==> src/rtl/mpu_bus_pkg.sv <==
package mpu_bus_pkg;
  localparam int DW        = 8;
  localparam int AW        = 8;
  localparam int REG_SPACE = 64;
  localparam int SYNC_STG  = 2;

  typedef struct packed {
    logic          cs_n;
    logic          wr_n;
    logic          rd_n;
    logic          a0;
    logic [DW-1:0] data;
    logic [AW-1:0] daddr;
  } bus_smp_t;

  localparam int SMP_W = $bits(bus_smp_t);
endpackage

==> src/rtl/mpu_bus_sync.sv <==
module mpu_bus_sync #(
  parameter int             W       = 1,
  parameter int             STAGES  = 2,
  parameter logic [W-1:0]   RST_VAL = '0
) (
  input  logic         clk,
  input  logic         rst_n,
  input  logic [W-1:0] d,
  output logic [W-1:0] q
);
  logic [W-1:0] stg_q [STAGES];

  for (genvar i = 0; i < STAGES; i++) begin : g_stage
    logic [W-1:0] stg_d;
    if (i == 0) begin : g_first
      assign stg_d = d;
    end else begin : g_next
      assign stg_d = stg_q[i-1];
    end
    always_ff @(posedge clk or negedge rst_n) begin
      if (!rst_n) stg_q[i] <= RST_VAL;
      else        stg_q[i] <= stg_d;
    end
  end

  assign q = stg_q[STAGES-1];
endmodule

==> src/rtl/mpu_bus_term.sv <==
module mpu_bus_term
  import mpu_bus_pkg::*;
(
  input  logic          clk,
  input  logic          rst_n,
  input  bus_smp_t      smp,
  output logic          wr_end,
  output logic [DW-1:0] hold_data,
  output logic          hold_a0,
  output logic [AW-1:0] hold_daddr
);
  logic          act;
  logic          act_q;
  logic [DW-1:0] data_q,  data_d;
  logic          a0_q,    a0_d;
  logic [AW-1:0] daddr_q, daddr_d;

  assign act = ~smp.cs_n & ~smp.wr_n;

  always_comb begin
    data_d  = data_q;
    a0_d    = a0_q;
    daddr_d = daddr_q;
    if (act) begin
      data_d  = smp.data;
      a0_d    = smp.a0;
      daddr_d = smp.daddr;
    end
  end

  always_ff @(posedge clk or negedge rst_n) begin
    if (!rst_n) begin
      act_q   <= 1'b0;
      data_q  <= '0;
      a0_q    <= 1'b0;
      daddr_q <= '0;
    end else begin
      act_q   <= act;
      data_q  <= data_d;
      a0_q    <= a0_d;
      daddr_q <= daddr_d;
    end
  end

  assign wr_end     = act_q & ~act;
  assign hold_data  = data_q;
  assign hold_a0    = a0_q;
  assign hold_daddr = daddr_q;
endmodule

==> src/rtl/mpu_idx_bus.sv <==
module mpu_idx_bus
  import mpu_bus_pkg::*;
(
  input  logic          clk,
  input  logic          rst_n,
  input  logic          direct_sel,
  input  logic [AW-1:0] direct_addr,
  input  logic          bus_cs_n,
  input  logic          bus_wr_n,
  input  logic          bus_rd_n,
  input  logic          bus_a0,
  input  logic [DW-1:0] bus_din,
  output logic [DW-1:0] bus_dout,
  output logic          bus_doe,
  output logic [AW-1:0] mem_addr,
  output logic [DW-1:0] mem_wdata,
  output logic          mem_we,
  output logic          mem_re,
  input  logic [DW-1:0] mem_rdata,
  output logic          reg_wr_stb
);
  localparam bus_smp_t SMP_IDLE = '{cs_n: 1'b1, wr_n: 1'b1, rd_n: 1'b1,
                                    a0: 1'b0, data: '0, daddr: '0};

  logic     rst_core_n;
  bus_smp_t raw, smp;
  logic     wr_end, hold_a0;
  logic [DW-1:0] hold_data;
  logic [AW-1:0] hold_daddr;

  logic [AW-1:0] idx_q, idx_d;
  logic          we_q, we_d;
  logic [AW-1:0] waddr_q, waddr_d;
  logic [DW-1:0] wdata_q, wdata_d;
  logic          load_idx, do_wr, rd_act, data_sel;
  logic [AW-1:0] rd_addr;

  mpu_bus_sync #(.W(1), .STAGES(SYNC_STG), .RST_VAL(1'b0)) u_rst_sync (
    .clk(clk), .rst_n(rst_n), .d(1'b1), .q(rst_core_n));

  assign raw = '{cs_n: bus_cs_n, wr_n: bus_wr_n, rd_n: bus_rd_n,
                 a0: bus_a0, data: bus_din, daddr: direct_addr};

  mpu_bus_sync #(.W(SMP_W), .STAGES(SYNC_STG), .RST_VAL(SMP_IDLE)) u_bus_sync (
    .clk(clk), .rst_n(rst_core_n), .d(raw), .q(smp));

  mpu_bus_term u_term (
    .clk(clk), .rst_n(rst_core_n), .smp(smp), .wr_end(wr_end),
    .hold_data(hold_data), .hold_a0(hold_a0), .hold_daddr(hold_daddr));

  assign load_idx = wr_end & ~direct_sel & ~hold_a0;
  assign do_wr    = wr_end & (direct_sel | hold_a0);

  always_comb begin
    idx_d   = idx_q;
    we_d    = do_wr;
    waddr_d = waddr_q;
    wdata_d = wdata_q;
    if (load_idx) idx_d = hold_data;
    if (do_wr) begin
      waddr_d = direct_sel ? hold_daddr : idx_q;
      wdata_d = hold_data;
    end
  end

  always_ff @(posedge clk or negedge rst_core_n) begin
    if (!rst_core_n) begin
      idx_q   <= '0;
      we_q    <= 1'b0;
      waddr_q <= '0;
      wdata_q <= '0;
    end else begin
      idx_q   <= idx_d;
      we_q    <= we_d;
      waddr_q <= waddr_d;
      wdata_q <= wdata_d;
    end
  end

  assign rd_act   = ~smp.cs_n & ~smp.rd_n;
  assign data_sel = direct_sel | smp.a0;
  assign rd_addr  = direct_sel ? smp.daddr : idx_q;

  assign mem_addr   = we_q ? waddr_q : rd_addr;
  assign mem_wdata  = wdata_q;
  assign mem_we     = we_q;
  assign mem_re     = rd_act & data_sel & ~we_q;
  assign bus_doe    = rd_act;
  assign bus_dout   = data_sel ? mem_rdata : idx_q;
  assign reg_wr_stb = we_q & (waddr_q < AW'(REG_SPACE));
endmodule

==> config.mk <==
export PLATFORM = sky130hd
export DESIGN_NAME = mpu_idx_bus
export DESIGN_NICKNAME = d
export VERILOG_FILES = /design/src/rtl/mpu_bus_pkg.sv /design/src/rtl/mpu_bus_sync.sv /design/src/rtl/mpu_bus_term.sv /design/src/rtl/mpu_idx_bus.sv
export SDC_FILE = /design/constraint.sdc
export NUM_CORES = 1
export LEC_CHECK = 0
export BUFFER_PORTS_ARGS = -buffer_cell sky130_fd_sc_hd__clkbuf_2
export CAP_MARGIN = 40
export CORE_MARGIN = 2
export CORE_UTILIZATION = 50
export DETAILED_ROUTE_END_ITERATION = 6
export PLACE_DENSITY_LB_ADDON = 0.1
export SLEW_MARGIN = 20
export SYNTH_ARGS = -nofsm -noshare
export SYNTH_HDL_FRONTEND = slang
export SYNTH_SLANG_ARGS = --single-unit
==> constraint.sdc <==
create_clock -name clk -period 2.8 [get_ports clk]
set_input_delay 0.42 -clock clk [delete_from_list [all_inputs] [get_ports clk]]
set_output_delay 0.42 -clock clk [all_outputs]
set_load 0.02 [all_outputs]
==> impl_metrics.json <==
{
  "drt-total-wl_um": 4937,
  "combinational_family_with_the_most_area_after_synthesis": "multiplexers",
  "setup_viol_count_final": 0,
  "core.rowCount": 28,
  "outcome": "complete, no violations",
  "combinationalPowerShare_pct": 16.8,
  "io_buffer_count": 58,
  "clk_pin_slew_ps": 90,
  "violation_count_after_the_first_detailed_routing_iteration": 87,
  "antennaDiodeCount": 0,
  "power_frac_seq_pct": 52.3,
  "design.die.area_mm2": 0.006597,
  "synthXorXnorAreaFrac_pct": 0,
  "layout.cells.non_filler": 345,
  "numPlacedInstances": 328,
  "cellLeakagePower_uw": 0.001653,
  "max_slew_margin_pct": 51.20,
  "ctsLongestPathBuffers": 2,
  "grt_pass1_vias": 1661,
  "drt-wirelength-per-cell_um": 14.31,
  "setup_tns_ps": 0,
  "routed_via_density": 4.974,
  "synth_nets": 229,
  "synthesis.instances": 198,
  "r2r_end": "idx_q[3]$_DFFE_PN0P_",
  "timing.hold.worst.class": "in -> reg",
  "cellPowerDensity_mw_per_mm2": 817.1,
  "overflow": 0,
  "largest_voltage_drop_on_the_vdd_net_v": 0.0004203,
  "skew_ps": 14.57,
  "tritoncts": "done",
  "insertion_delay_ps": 350,
  "fillers": 472,
  "pin_count_of_the_biggest_net_entering_global_routing": 60,
  "maxCapViolCount": 0,
  "slew_at_the_pin_with_the_worst_max_slew_slack_ps": 731.2,
  "post_synth_and_or_nand_nor_area_fraction_pct": 5.539,
  "finalNetCount": 296,
  "synth.ff_latch_count": 85,
  "switching_power_as_a_share_of_total_power_pct": 26.88,
  "syn_area_mm2": 0.002982,
  "power_switching_uw": 792.8,
  "finalMaxSlewViolations": 0,
  "critPathMaxFanout": 9,
  "finalHoldViolCount": 0,
  "drt_pass1_iterations": 4,
  "flow.area_growth_from_synthesis_pct": 21.07,
  "die_height_um": 81.22,
  "drive_above_1_share_pct": 47.41,
  "worst_setup_path_end_kind": "output pin",
  "worst_r2r_path_depth": 3,
  "share_clk_of_total_power_pct": 30.9,
  "routabilityCongestion": 0.6742,
  "cp-startpoint": "u_bus_sync.q[16]$_DFF_PN0_",
  "whs_path_depth": 1,
  "timing.setup.critical_path_class": "reg -> out",
  "first_pass_grt_wire_length_um": 8135,
  "power_report.internal_total_uw": 2157,
  "dpl.hpwl_um": 3356,
  "r2r_setup_slack_ps": 980,
  "fin_util_pct": 61.70,
  "grt_antenna_before_repair": 0,
  "grt_setup_unrepaired": "false",
  "number_of_buffers_added_by_the_clock_tree_synthesis_step": 9,
  "timing.critical_path.arrival_ps": 1760,
  "ys_seq_area_share_pct": 71.59,
  "crit_chain": "nor2_2, mux2_2, clkbuf_2",
  "floorplan.die.width_um": 81.22,
  "synth_adder_area_share_pct": 0,
  "period_needed_ps": 2182,
  "synth.area.mux_share_pct": 15.48,
  "min-delay-start": "bus_rd_n",
  "critical_path.slowest_cell": "sky130_fd_sc_hd__nor2_2",
  "crit-reg2reg-launch": "u_bus_sync.q[19]$_DFF_PN1_",
  "timing.fmax_ghz": 0.4582,
  "htree_levels": 3,
  "num_io_pins": 59,
  "critical-path-max-stage-delay_ps": 470,
  "grt_use_total_pct": 17.14,
  "total_power_uw": 2949,
  "critical_path_required_ps": 2380,
  "fin_worst_hold_slack_ps": 146.4,
  "drc_violation_count_after_routing": 0,
  "start_util_pct": 50.96,
  "synth.yosys.warnings": 0,
  "cp-start-kind": "flip-flop",
  "synth_compound_gate_area_share_pct": 5.959,
  "cts_root_buffer": "sky130_fd_sc_hd__clkbuf_8",
  "via_count": 1716,
  "synthesis.area_per_instance_um2": 15.06,
  "min_to": "u_bus_sync.g_stage[1].stg_d[17]$_DFF_PN1_",
  "detail-route-antenna-nets": 0,
  "design.core.area_mm2": 0.005851,
  "clock_sink_count": 85,
  "period_utilization_post_route_pct": 77.94,
  "yosys.cell_types.count": 19
}
-- cell usage after synthesis --
library cell | instances | share of area, %
sky130_fd_sc_hd__o21ai_0 | 15 | 2.5
sky130_fd_sc_hd__nand2b_1 | 1 | 0.21
sky130_fd_sc_hd__nor2_2 | 2 | 0.42
sky130_fd_sc_hd__nor2_1 | 1 | 0.13
sky130_fd_sc_hd__conb_1 | 1 | 0.13
sky130_fd_sc_hd__clkbuf_1 | 2 | 0.25
sky130_fd_sc_hd__mux2_2 | 41 | 15
sky130_fd_sc_hd__inv_1 | 1 | 0.13
sky130_fd_sc_hd__nor2b_1 | 9 | 1.9
sky130_fd_sc_hd__buf_4 | 1 | 0.25
sky130_fd_sc_hd__buf_2 | 4 | 0.67
sky130_fd_sc_hd__nor4_1 | 1 | 0.21
sky130_fd_sc_hd__a21oi_1 | 16 | 2.7
sky130_fd_sc_hd__dfstp_2 | 6 | 5.3
sky130_fd_sc_hd__dfrtp_1 | 79 | 66
sky130_fd_sc_hd__nor4b_4 | 1 | 0.80
sky130_fd_sc_hd__a21boi_0 | 1 | 0.25
sky130_fd_sc_hd__nand2_1 | 15 | 1.9
sky130_fd_sc_hd__o221ai_2 | 1 | 0.50
-- layout by cell type, fill, tap and decap left out --
cell type                       synthesis  routed
sky130_fd_sc_hd__dfrtp_1               79      78
sky130_fd_sc_hd__clkbuf_2               0      58
sky130_fd_sc_hd__mux2_2                41      41
sky130_fd_sc_hd__a21oi_1               16      16
sky130_fd_sc_hd__nand2_1               15      15
sky130_fd_sc_hd__o21ai_0               15      15
sky130_fd_sc_hd__nor2b_1                9       9
sky130_fd_sc_hd__clkbuf_8               0       9
sky130_fd_sc_hd__dfstp_2                6       6
sky130_fd_sc_hd__buf_4                  1       3
sky130_fd_sc_hd__nor2_2                 2       2
sky130_fd_sc_hd__bufinv_16              0       2
sky130_fd_sc_hd__clkbuf_1               2       2
sky130_fd_sc_hd__clkinvlp_4             0       2
sky130_fd_sc_hd__nand2b_1               1       1
sky130_fd_sc_hd__nor2_1                 1       1
sky130_fd_sc_hd__nor4_1                 1       1
sky130_fd_sc_hd__o221ai_2               1       1
sky130_fd_sc_hd__inv_1                  1       1
sky130_fd_sc_hd__nor4b_4                1       1
sky130_fd_sc_hd__a21boi_0               1       1
sky130_fd_sc_hd__inv_6                  0       1
sky130_fd_sc_hd__dlygate4sd3_1          0       1
sky130_fd_sc_hd__buf_16                 0       1
sky130_fd_sc_hd__conb_1                 1       1
sky130_fd_sc_hd__dfrtp_4                0       1
-- state kept, by name, indices dropped and copies added, names as in the netlist, 8 cells and up --
name                      cells
u_bus_sync.q                 20
u_term.hold_daddr             8
idx_q                         8
waddr_q                       8
u_bus_sync.g_stage.stg_d     20
u_term.hold_data              8
mem_wdata                     8
-- layout make-up --
type	instances	area, µm²	area share, %
well taps	75	93.84	2.600
clock inverters	5	83.83	2.322
inverters	1	3.754	0.1040
clock buffers	11	131.4	3.640
multi-input cells	105	808.3	22.39
repair buffers	63	350.3	9.705
flip-flops and latches	85	2138	59.24
-- repair_timing --
item                                   4_1_cts  5_1_grt
buffers inserted                             0        0
resized for setup                            0        0
endpoints found under the hold margin        2        0
hold buffers                                 1        0
-- cell families (layout without fill, tap and decap cells) --
kind of cell | Yosys count | count (layout)
flops | 85 | 85
mux | 41 | 41
compound gates | 33 | 33
simple gates | 30 | 30
buf+inv | 8 | 80
other cells | 1 | 1
-- worst max path at each step --
stage / end / cells after the start
6_report: bus_dout[0] / 3
5_1_grt: bus_dout[2] / 3
4_1_cts: bus_dout[4] / 3
3_5_place_dp: bus_dout[4] / 4
3_3_place_gp: bus_dout[6] / 4
2_1_floorplan: idx_q[0]$_DFFE_PN0P_ / 0
-- layer usage --
metal  wire length (µm)  track usage [%]  vias up
met5                  0                0        -
met4                 57            5.593        0
met3                259            6.889        5
met2               2404            25.95       44
met1               2216            22.72      852
li1                   -                -      815
-- per-stage QoR --
step	setup WS (ps)	instance area, µm²
floorplan	267.7	2982
finish	617.6	3610
global route	482.2	3610
CTS	572.4	3610
global placement	639.3	3357
detailed placement	621.6	3385
-- critical path, delay by kind of cell (launching register included) --
family	cells	cell delay [ps]
multiplexers	1	400
AND/OR/NAND/NOR	1	470
buffers and inverters	1	150
flip-flops	1	410
-- power groups by stage --
stage	combinational [µW]	sequential [µW]	clock, µW
5_1_grt	551	1570	1000
2_1_floorplan	300	1580	0
3_5_place_dp	502	1570	0
3_3_place_gp	471	1580	0
4_1_cts	505	1540	943
6_report	497	1540	911
Note: power is estimated with default switching activity, not from simulation.
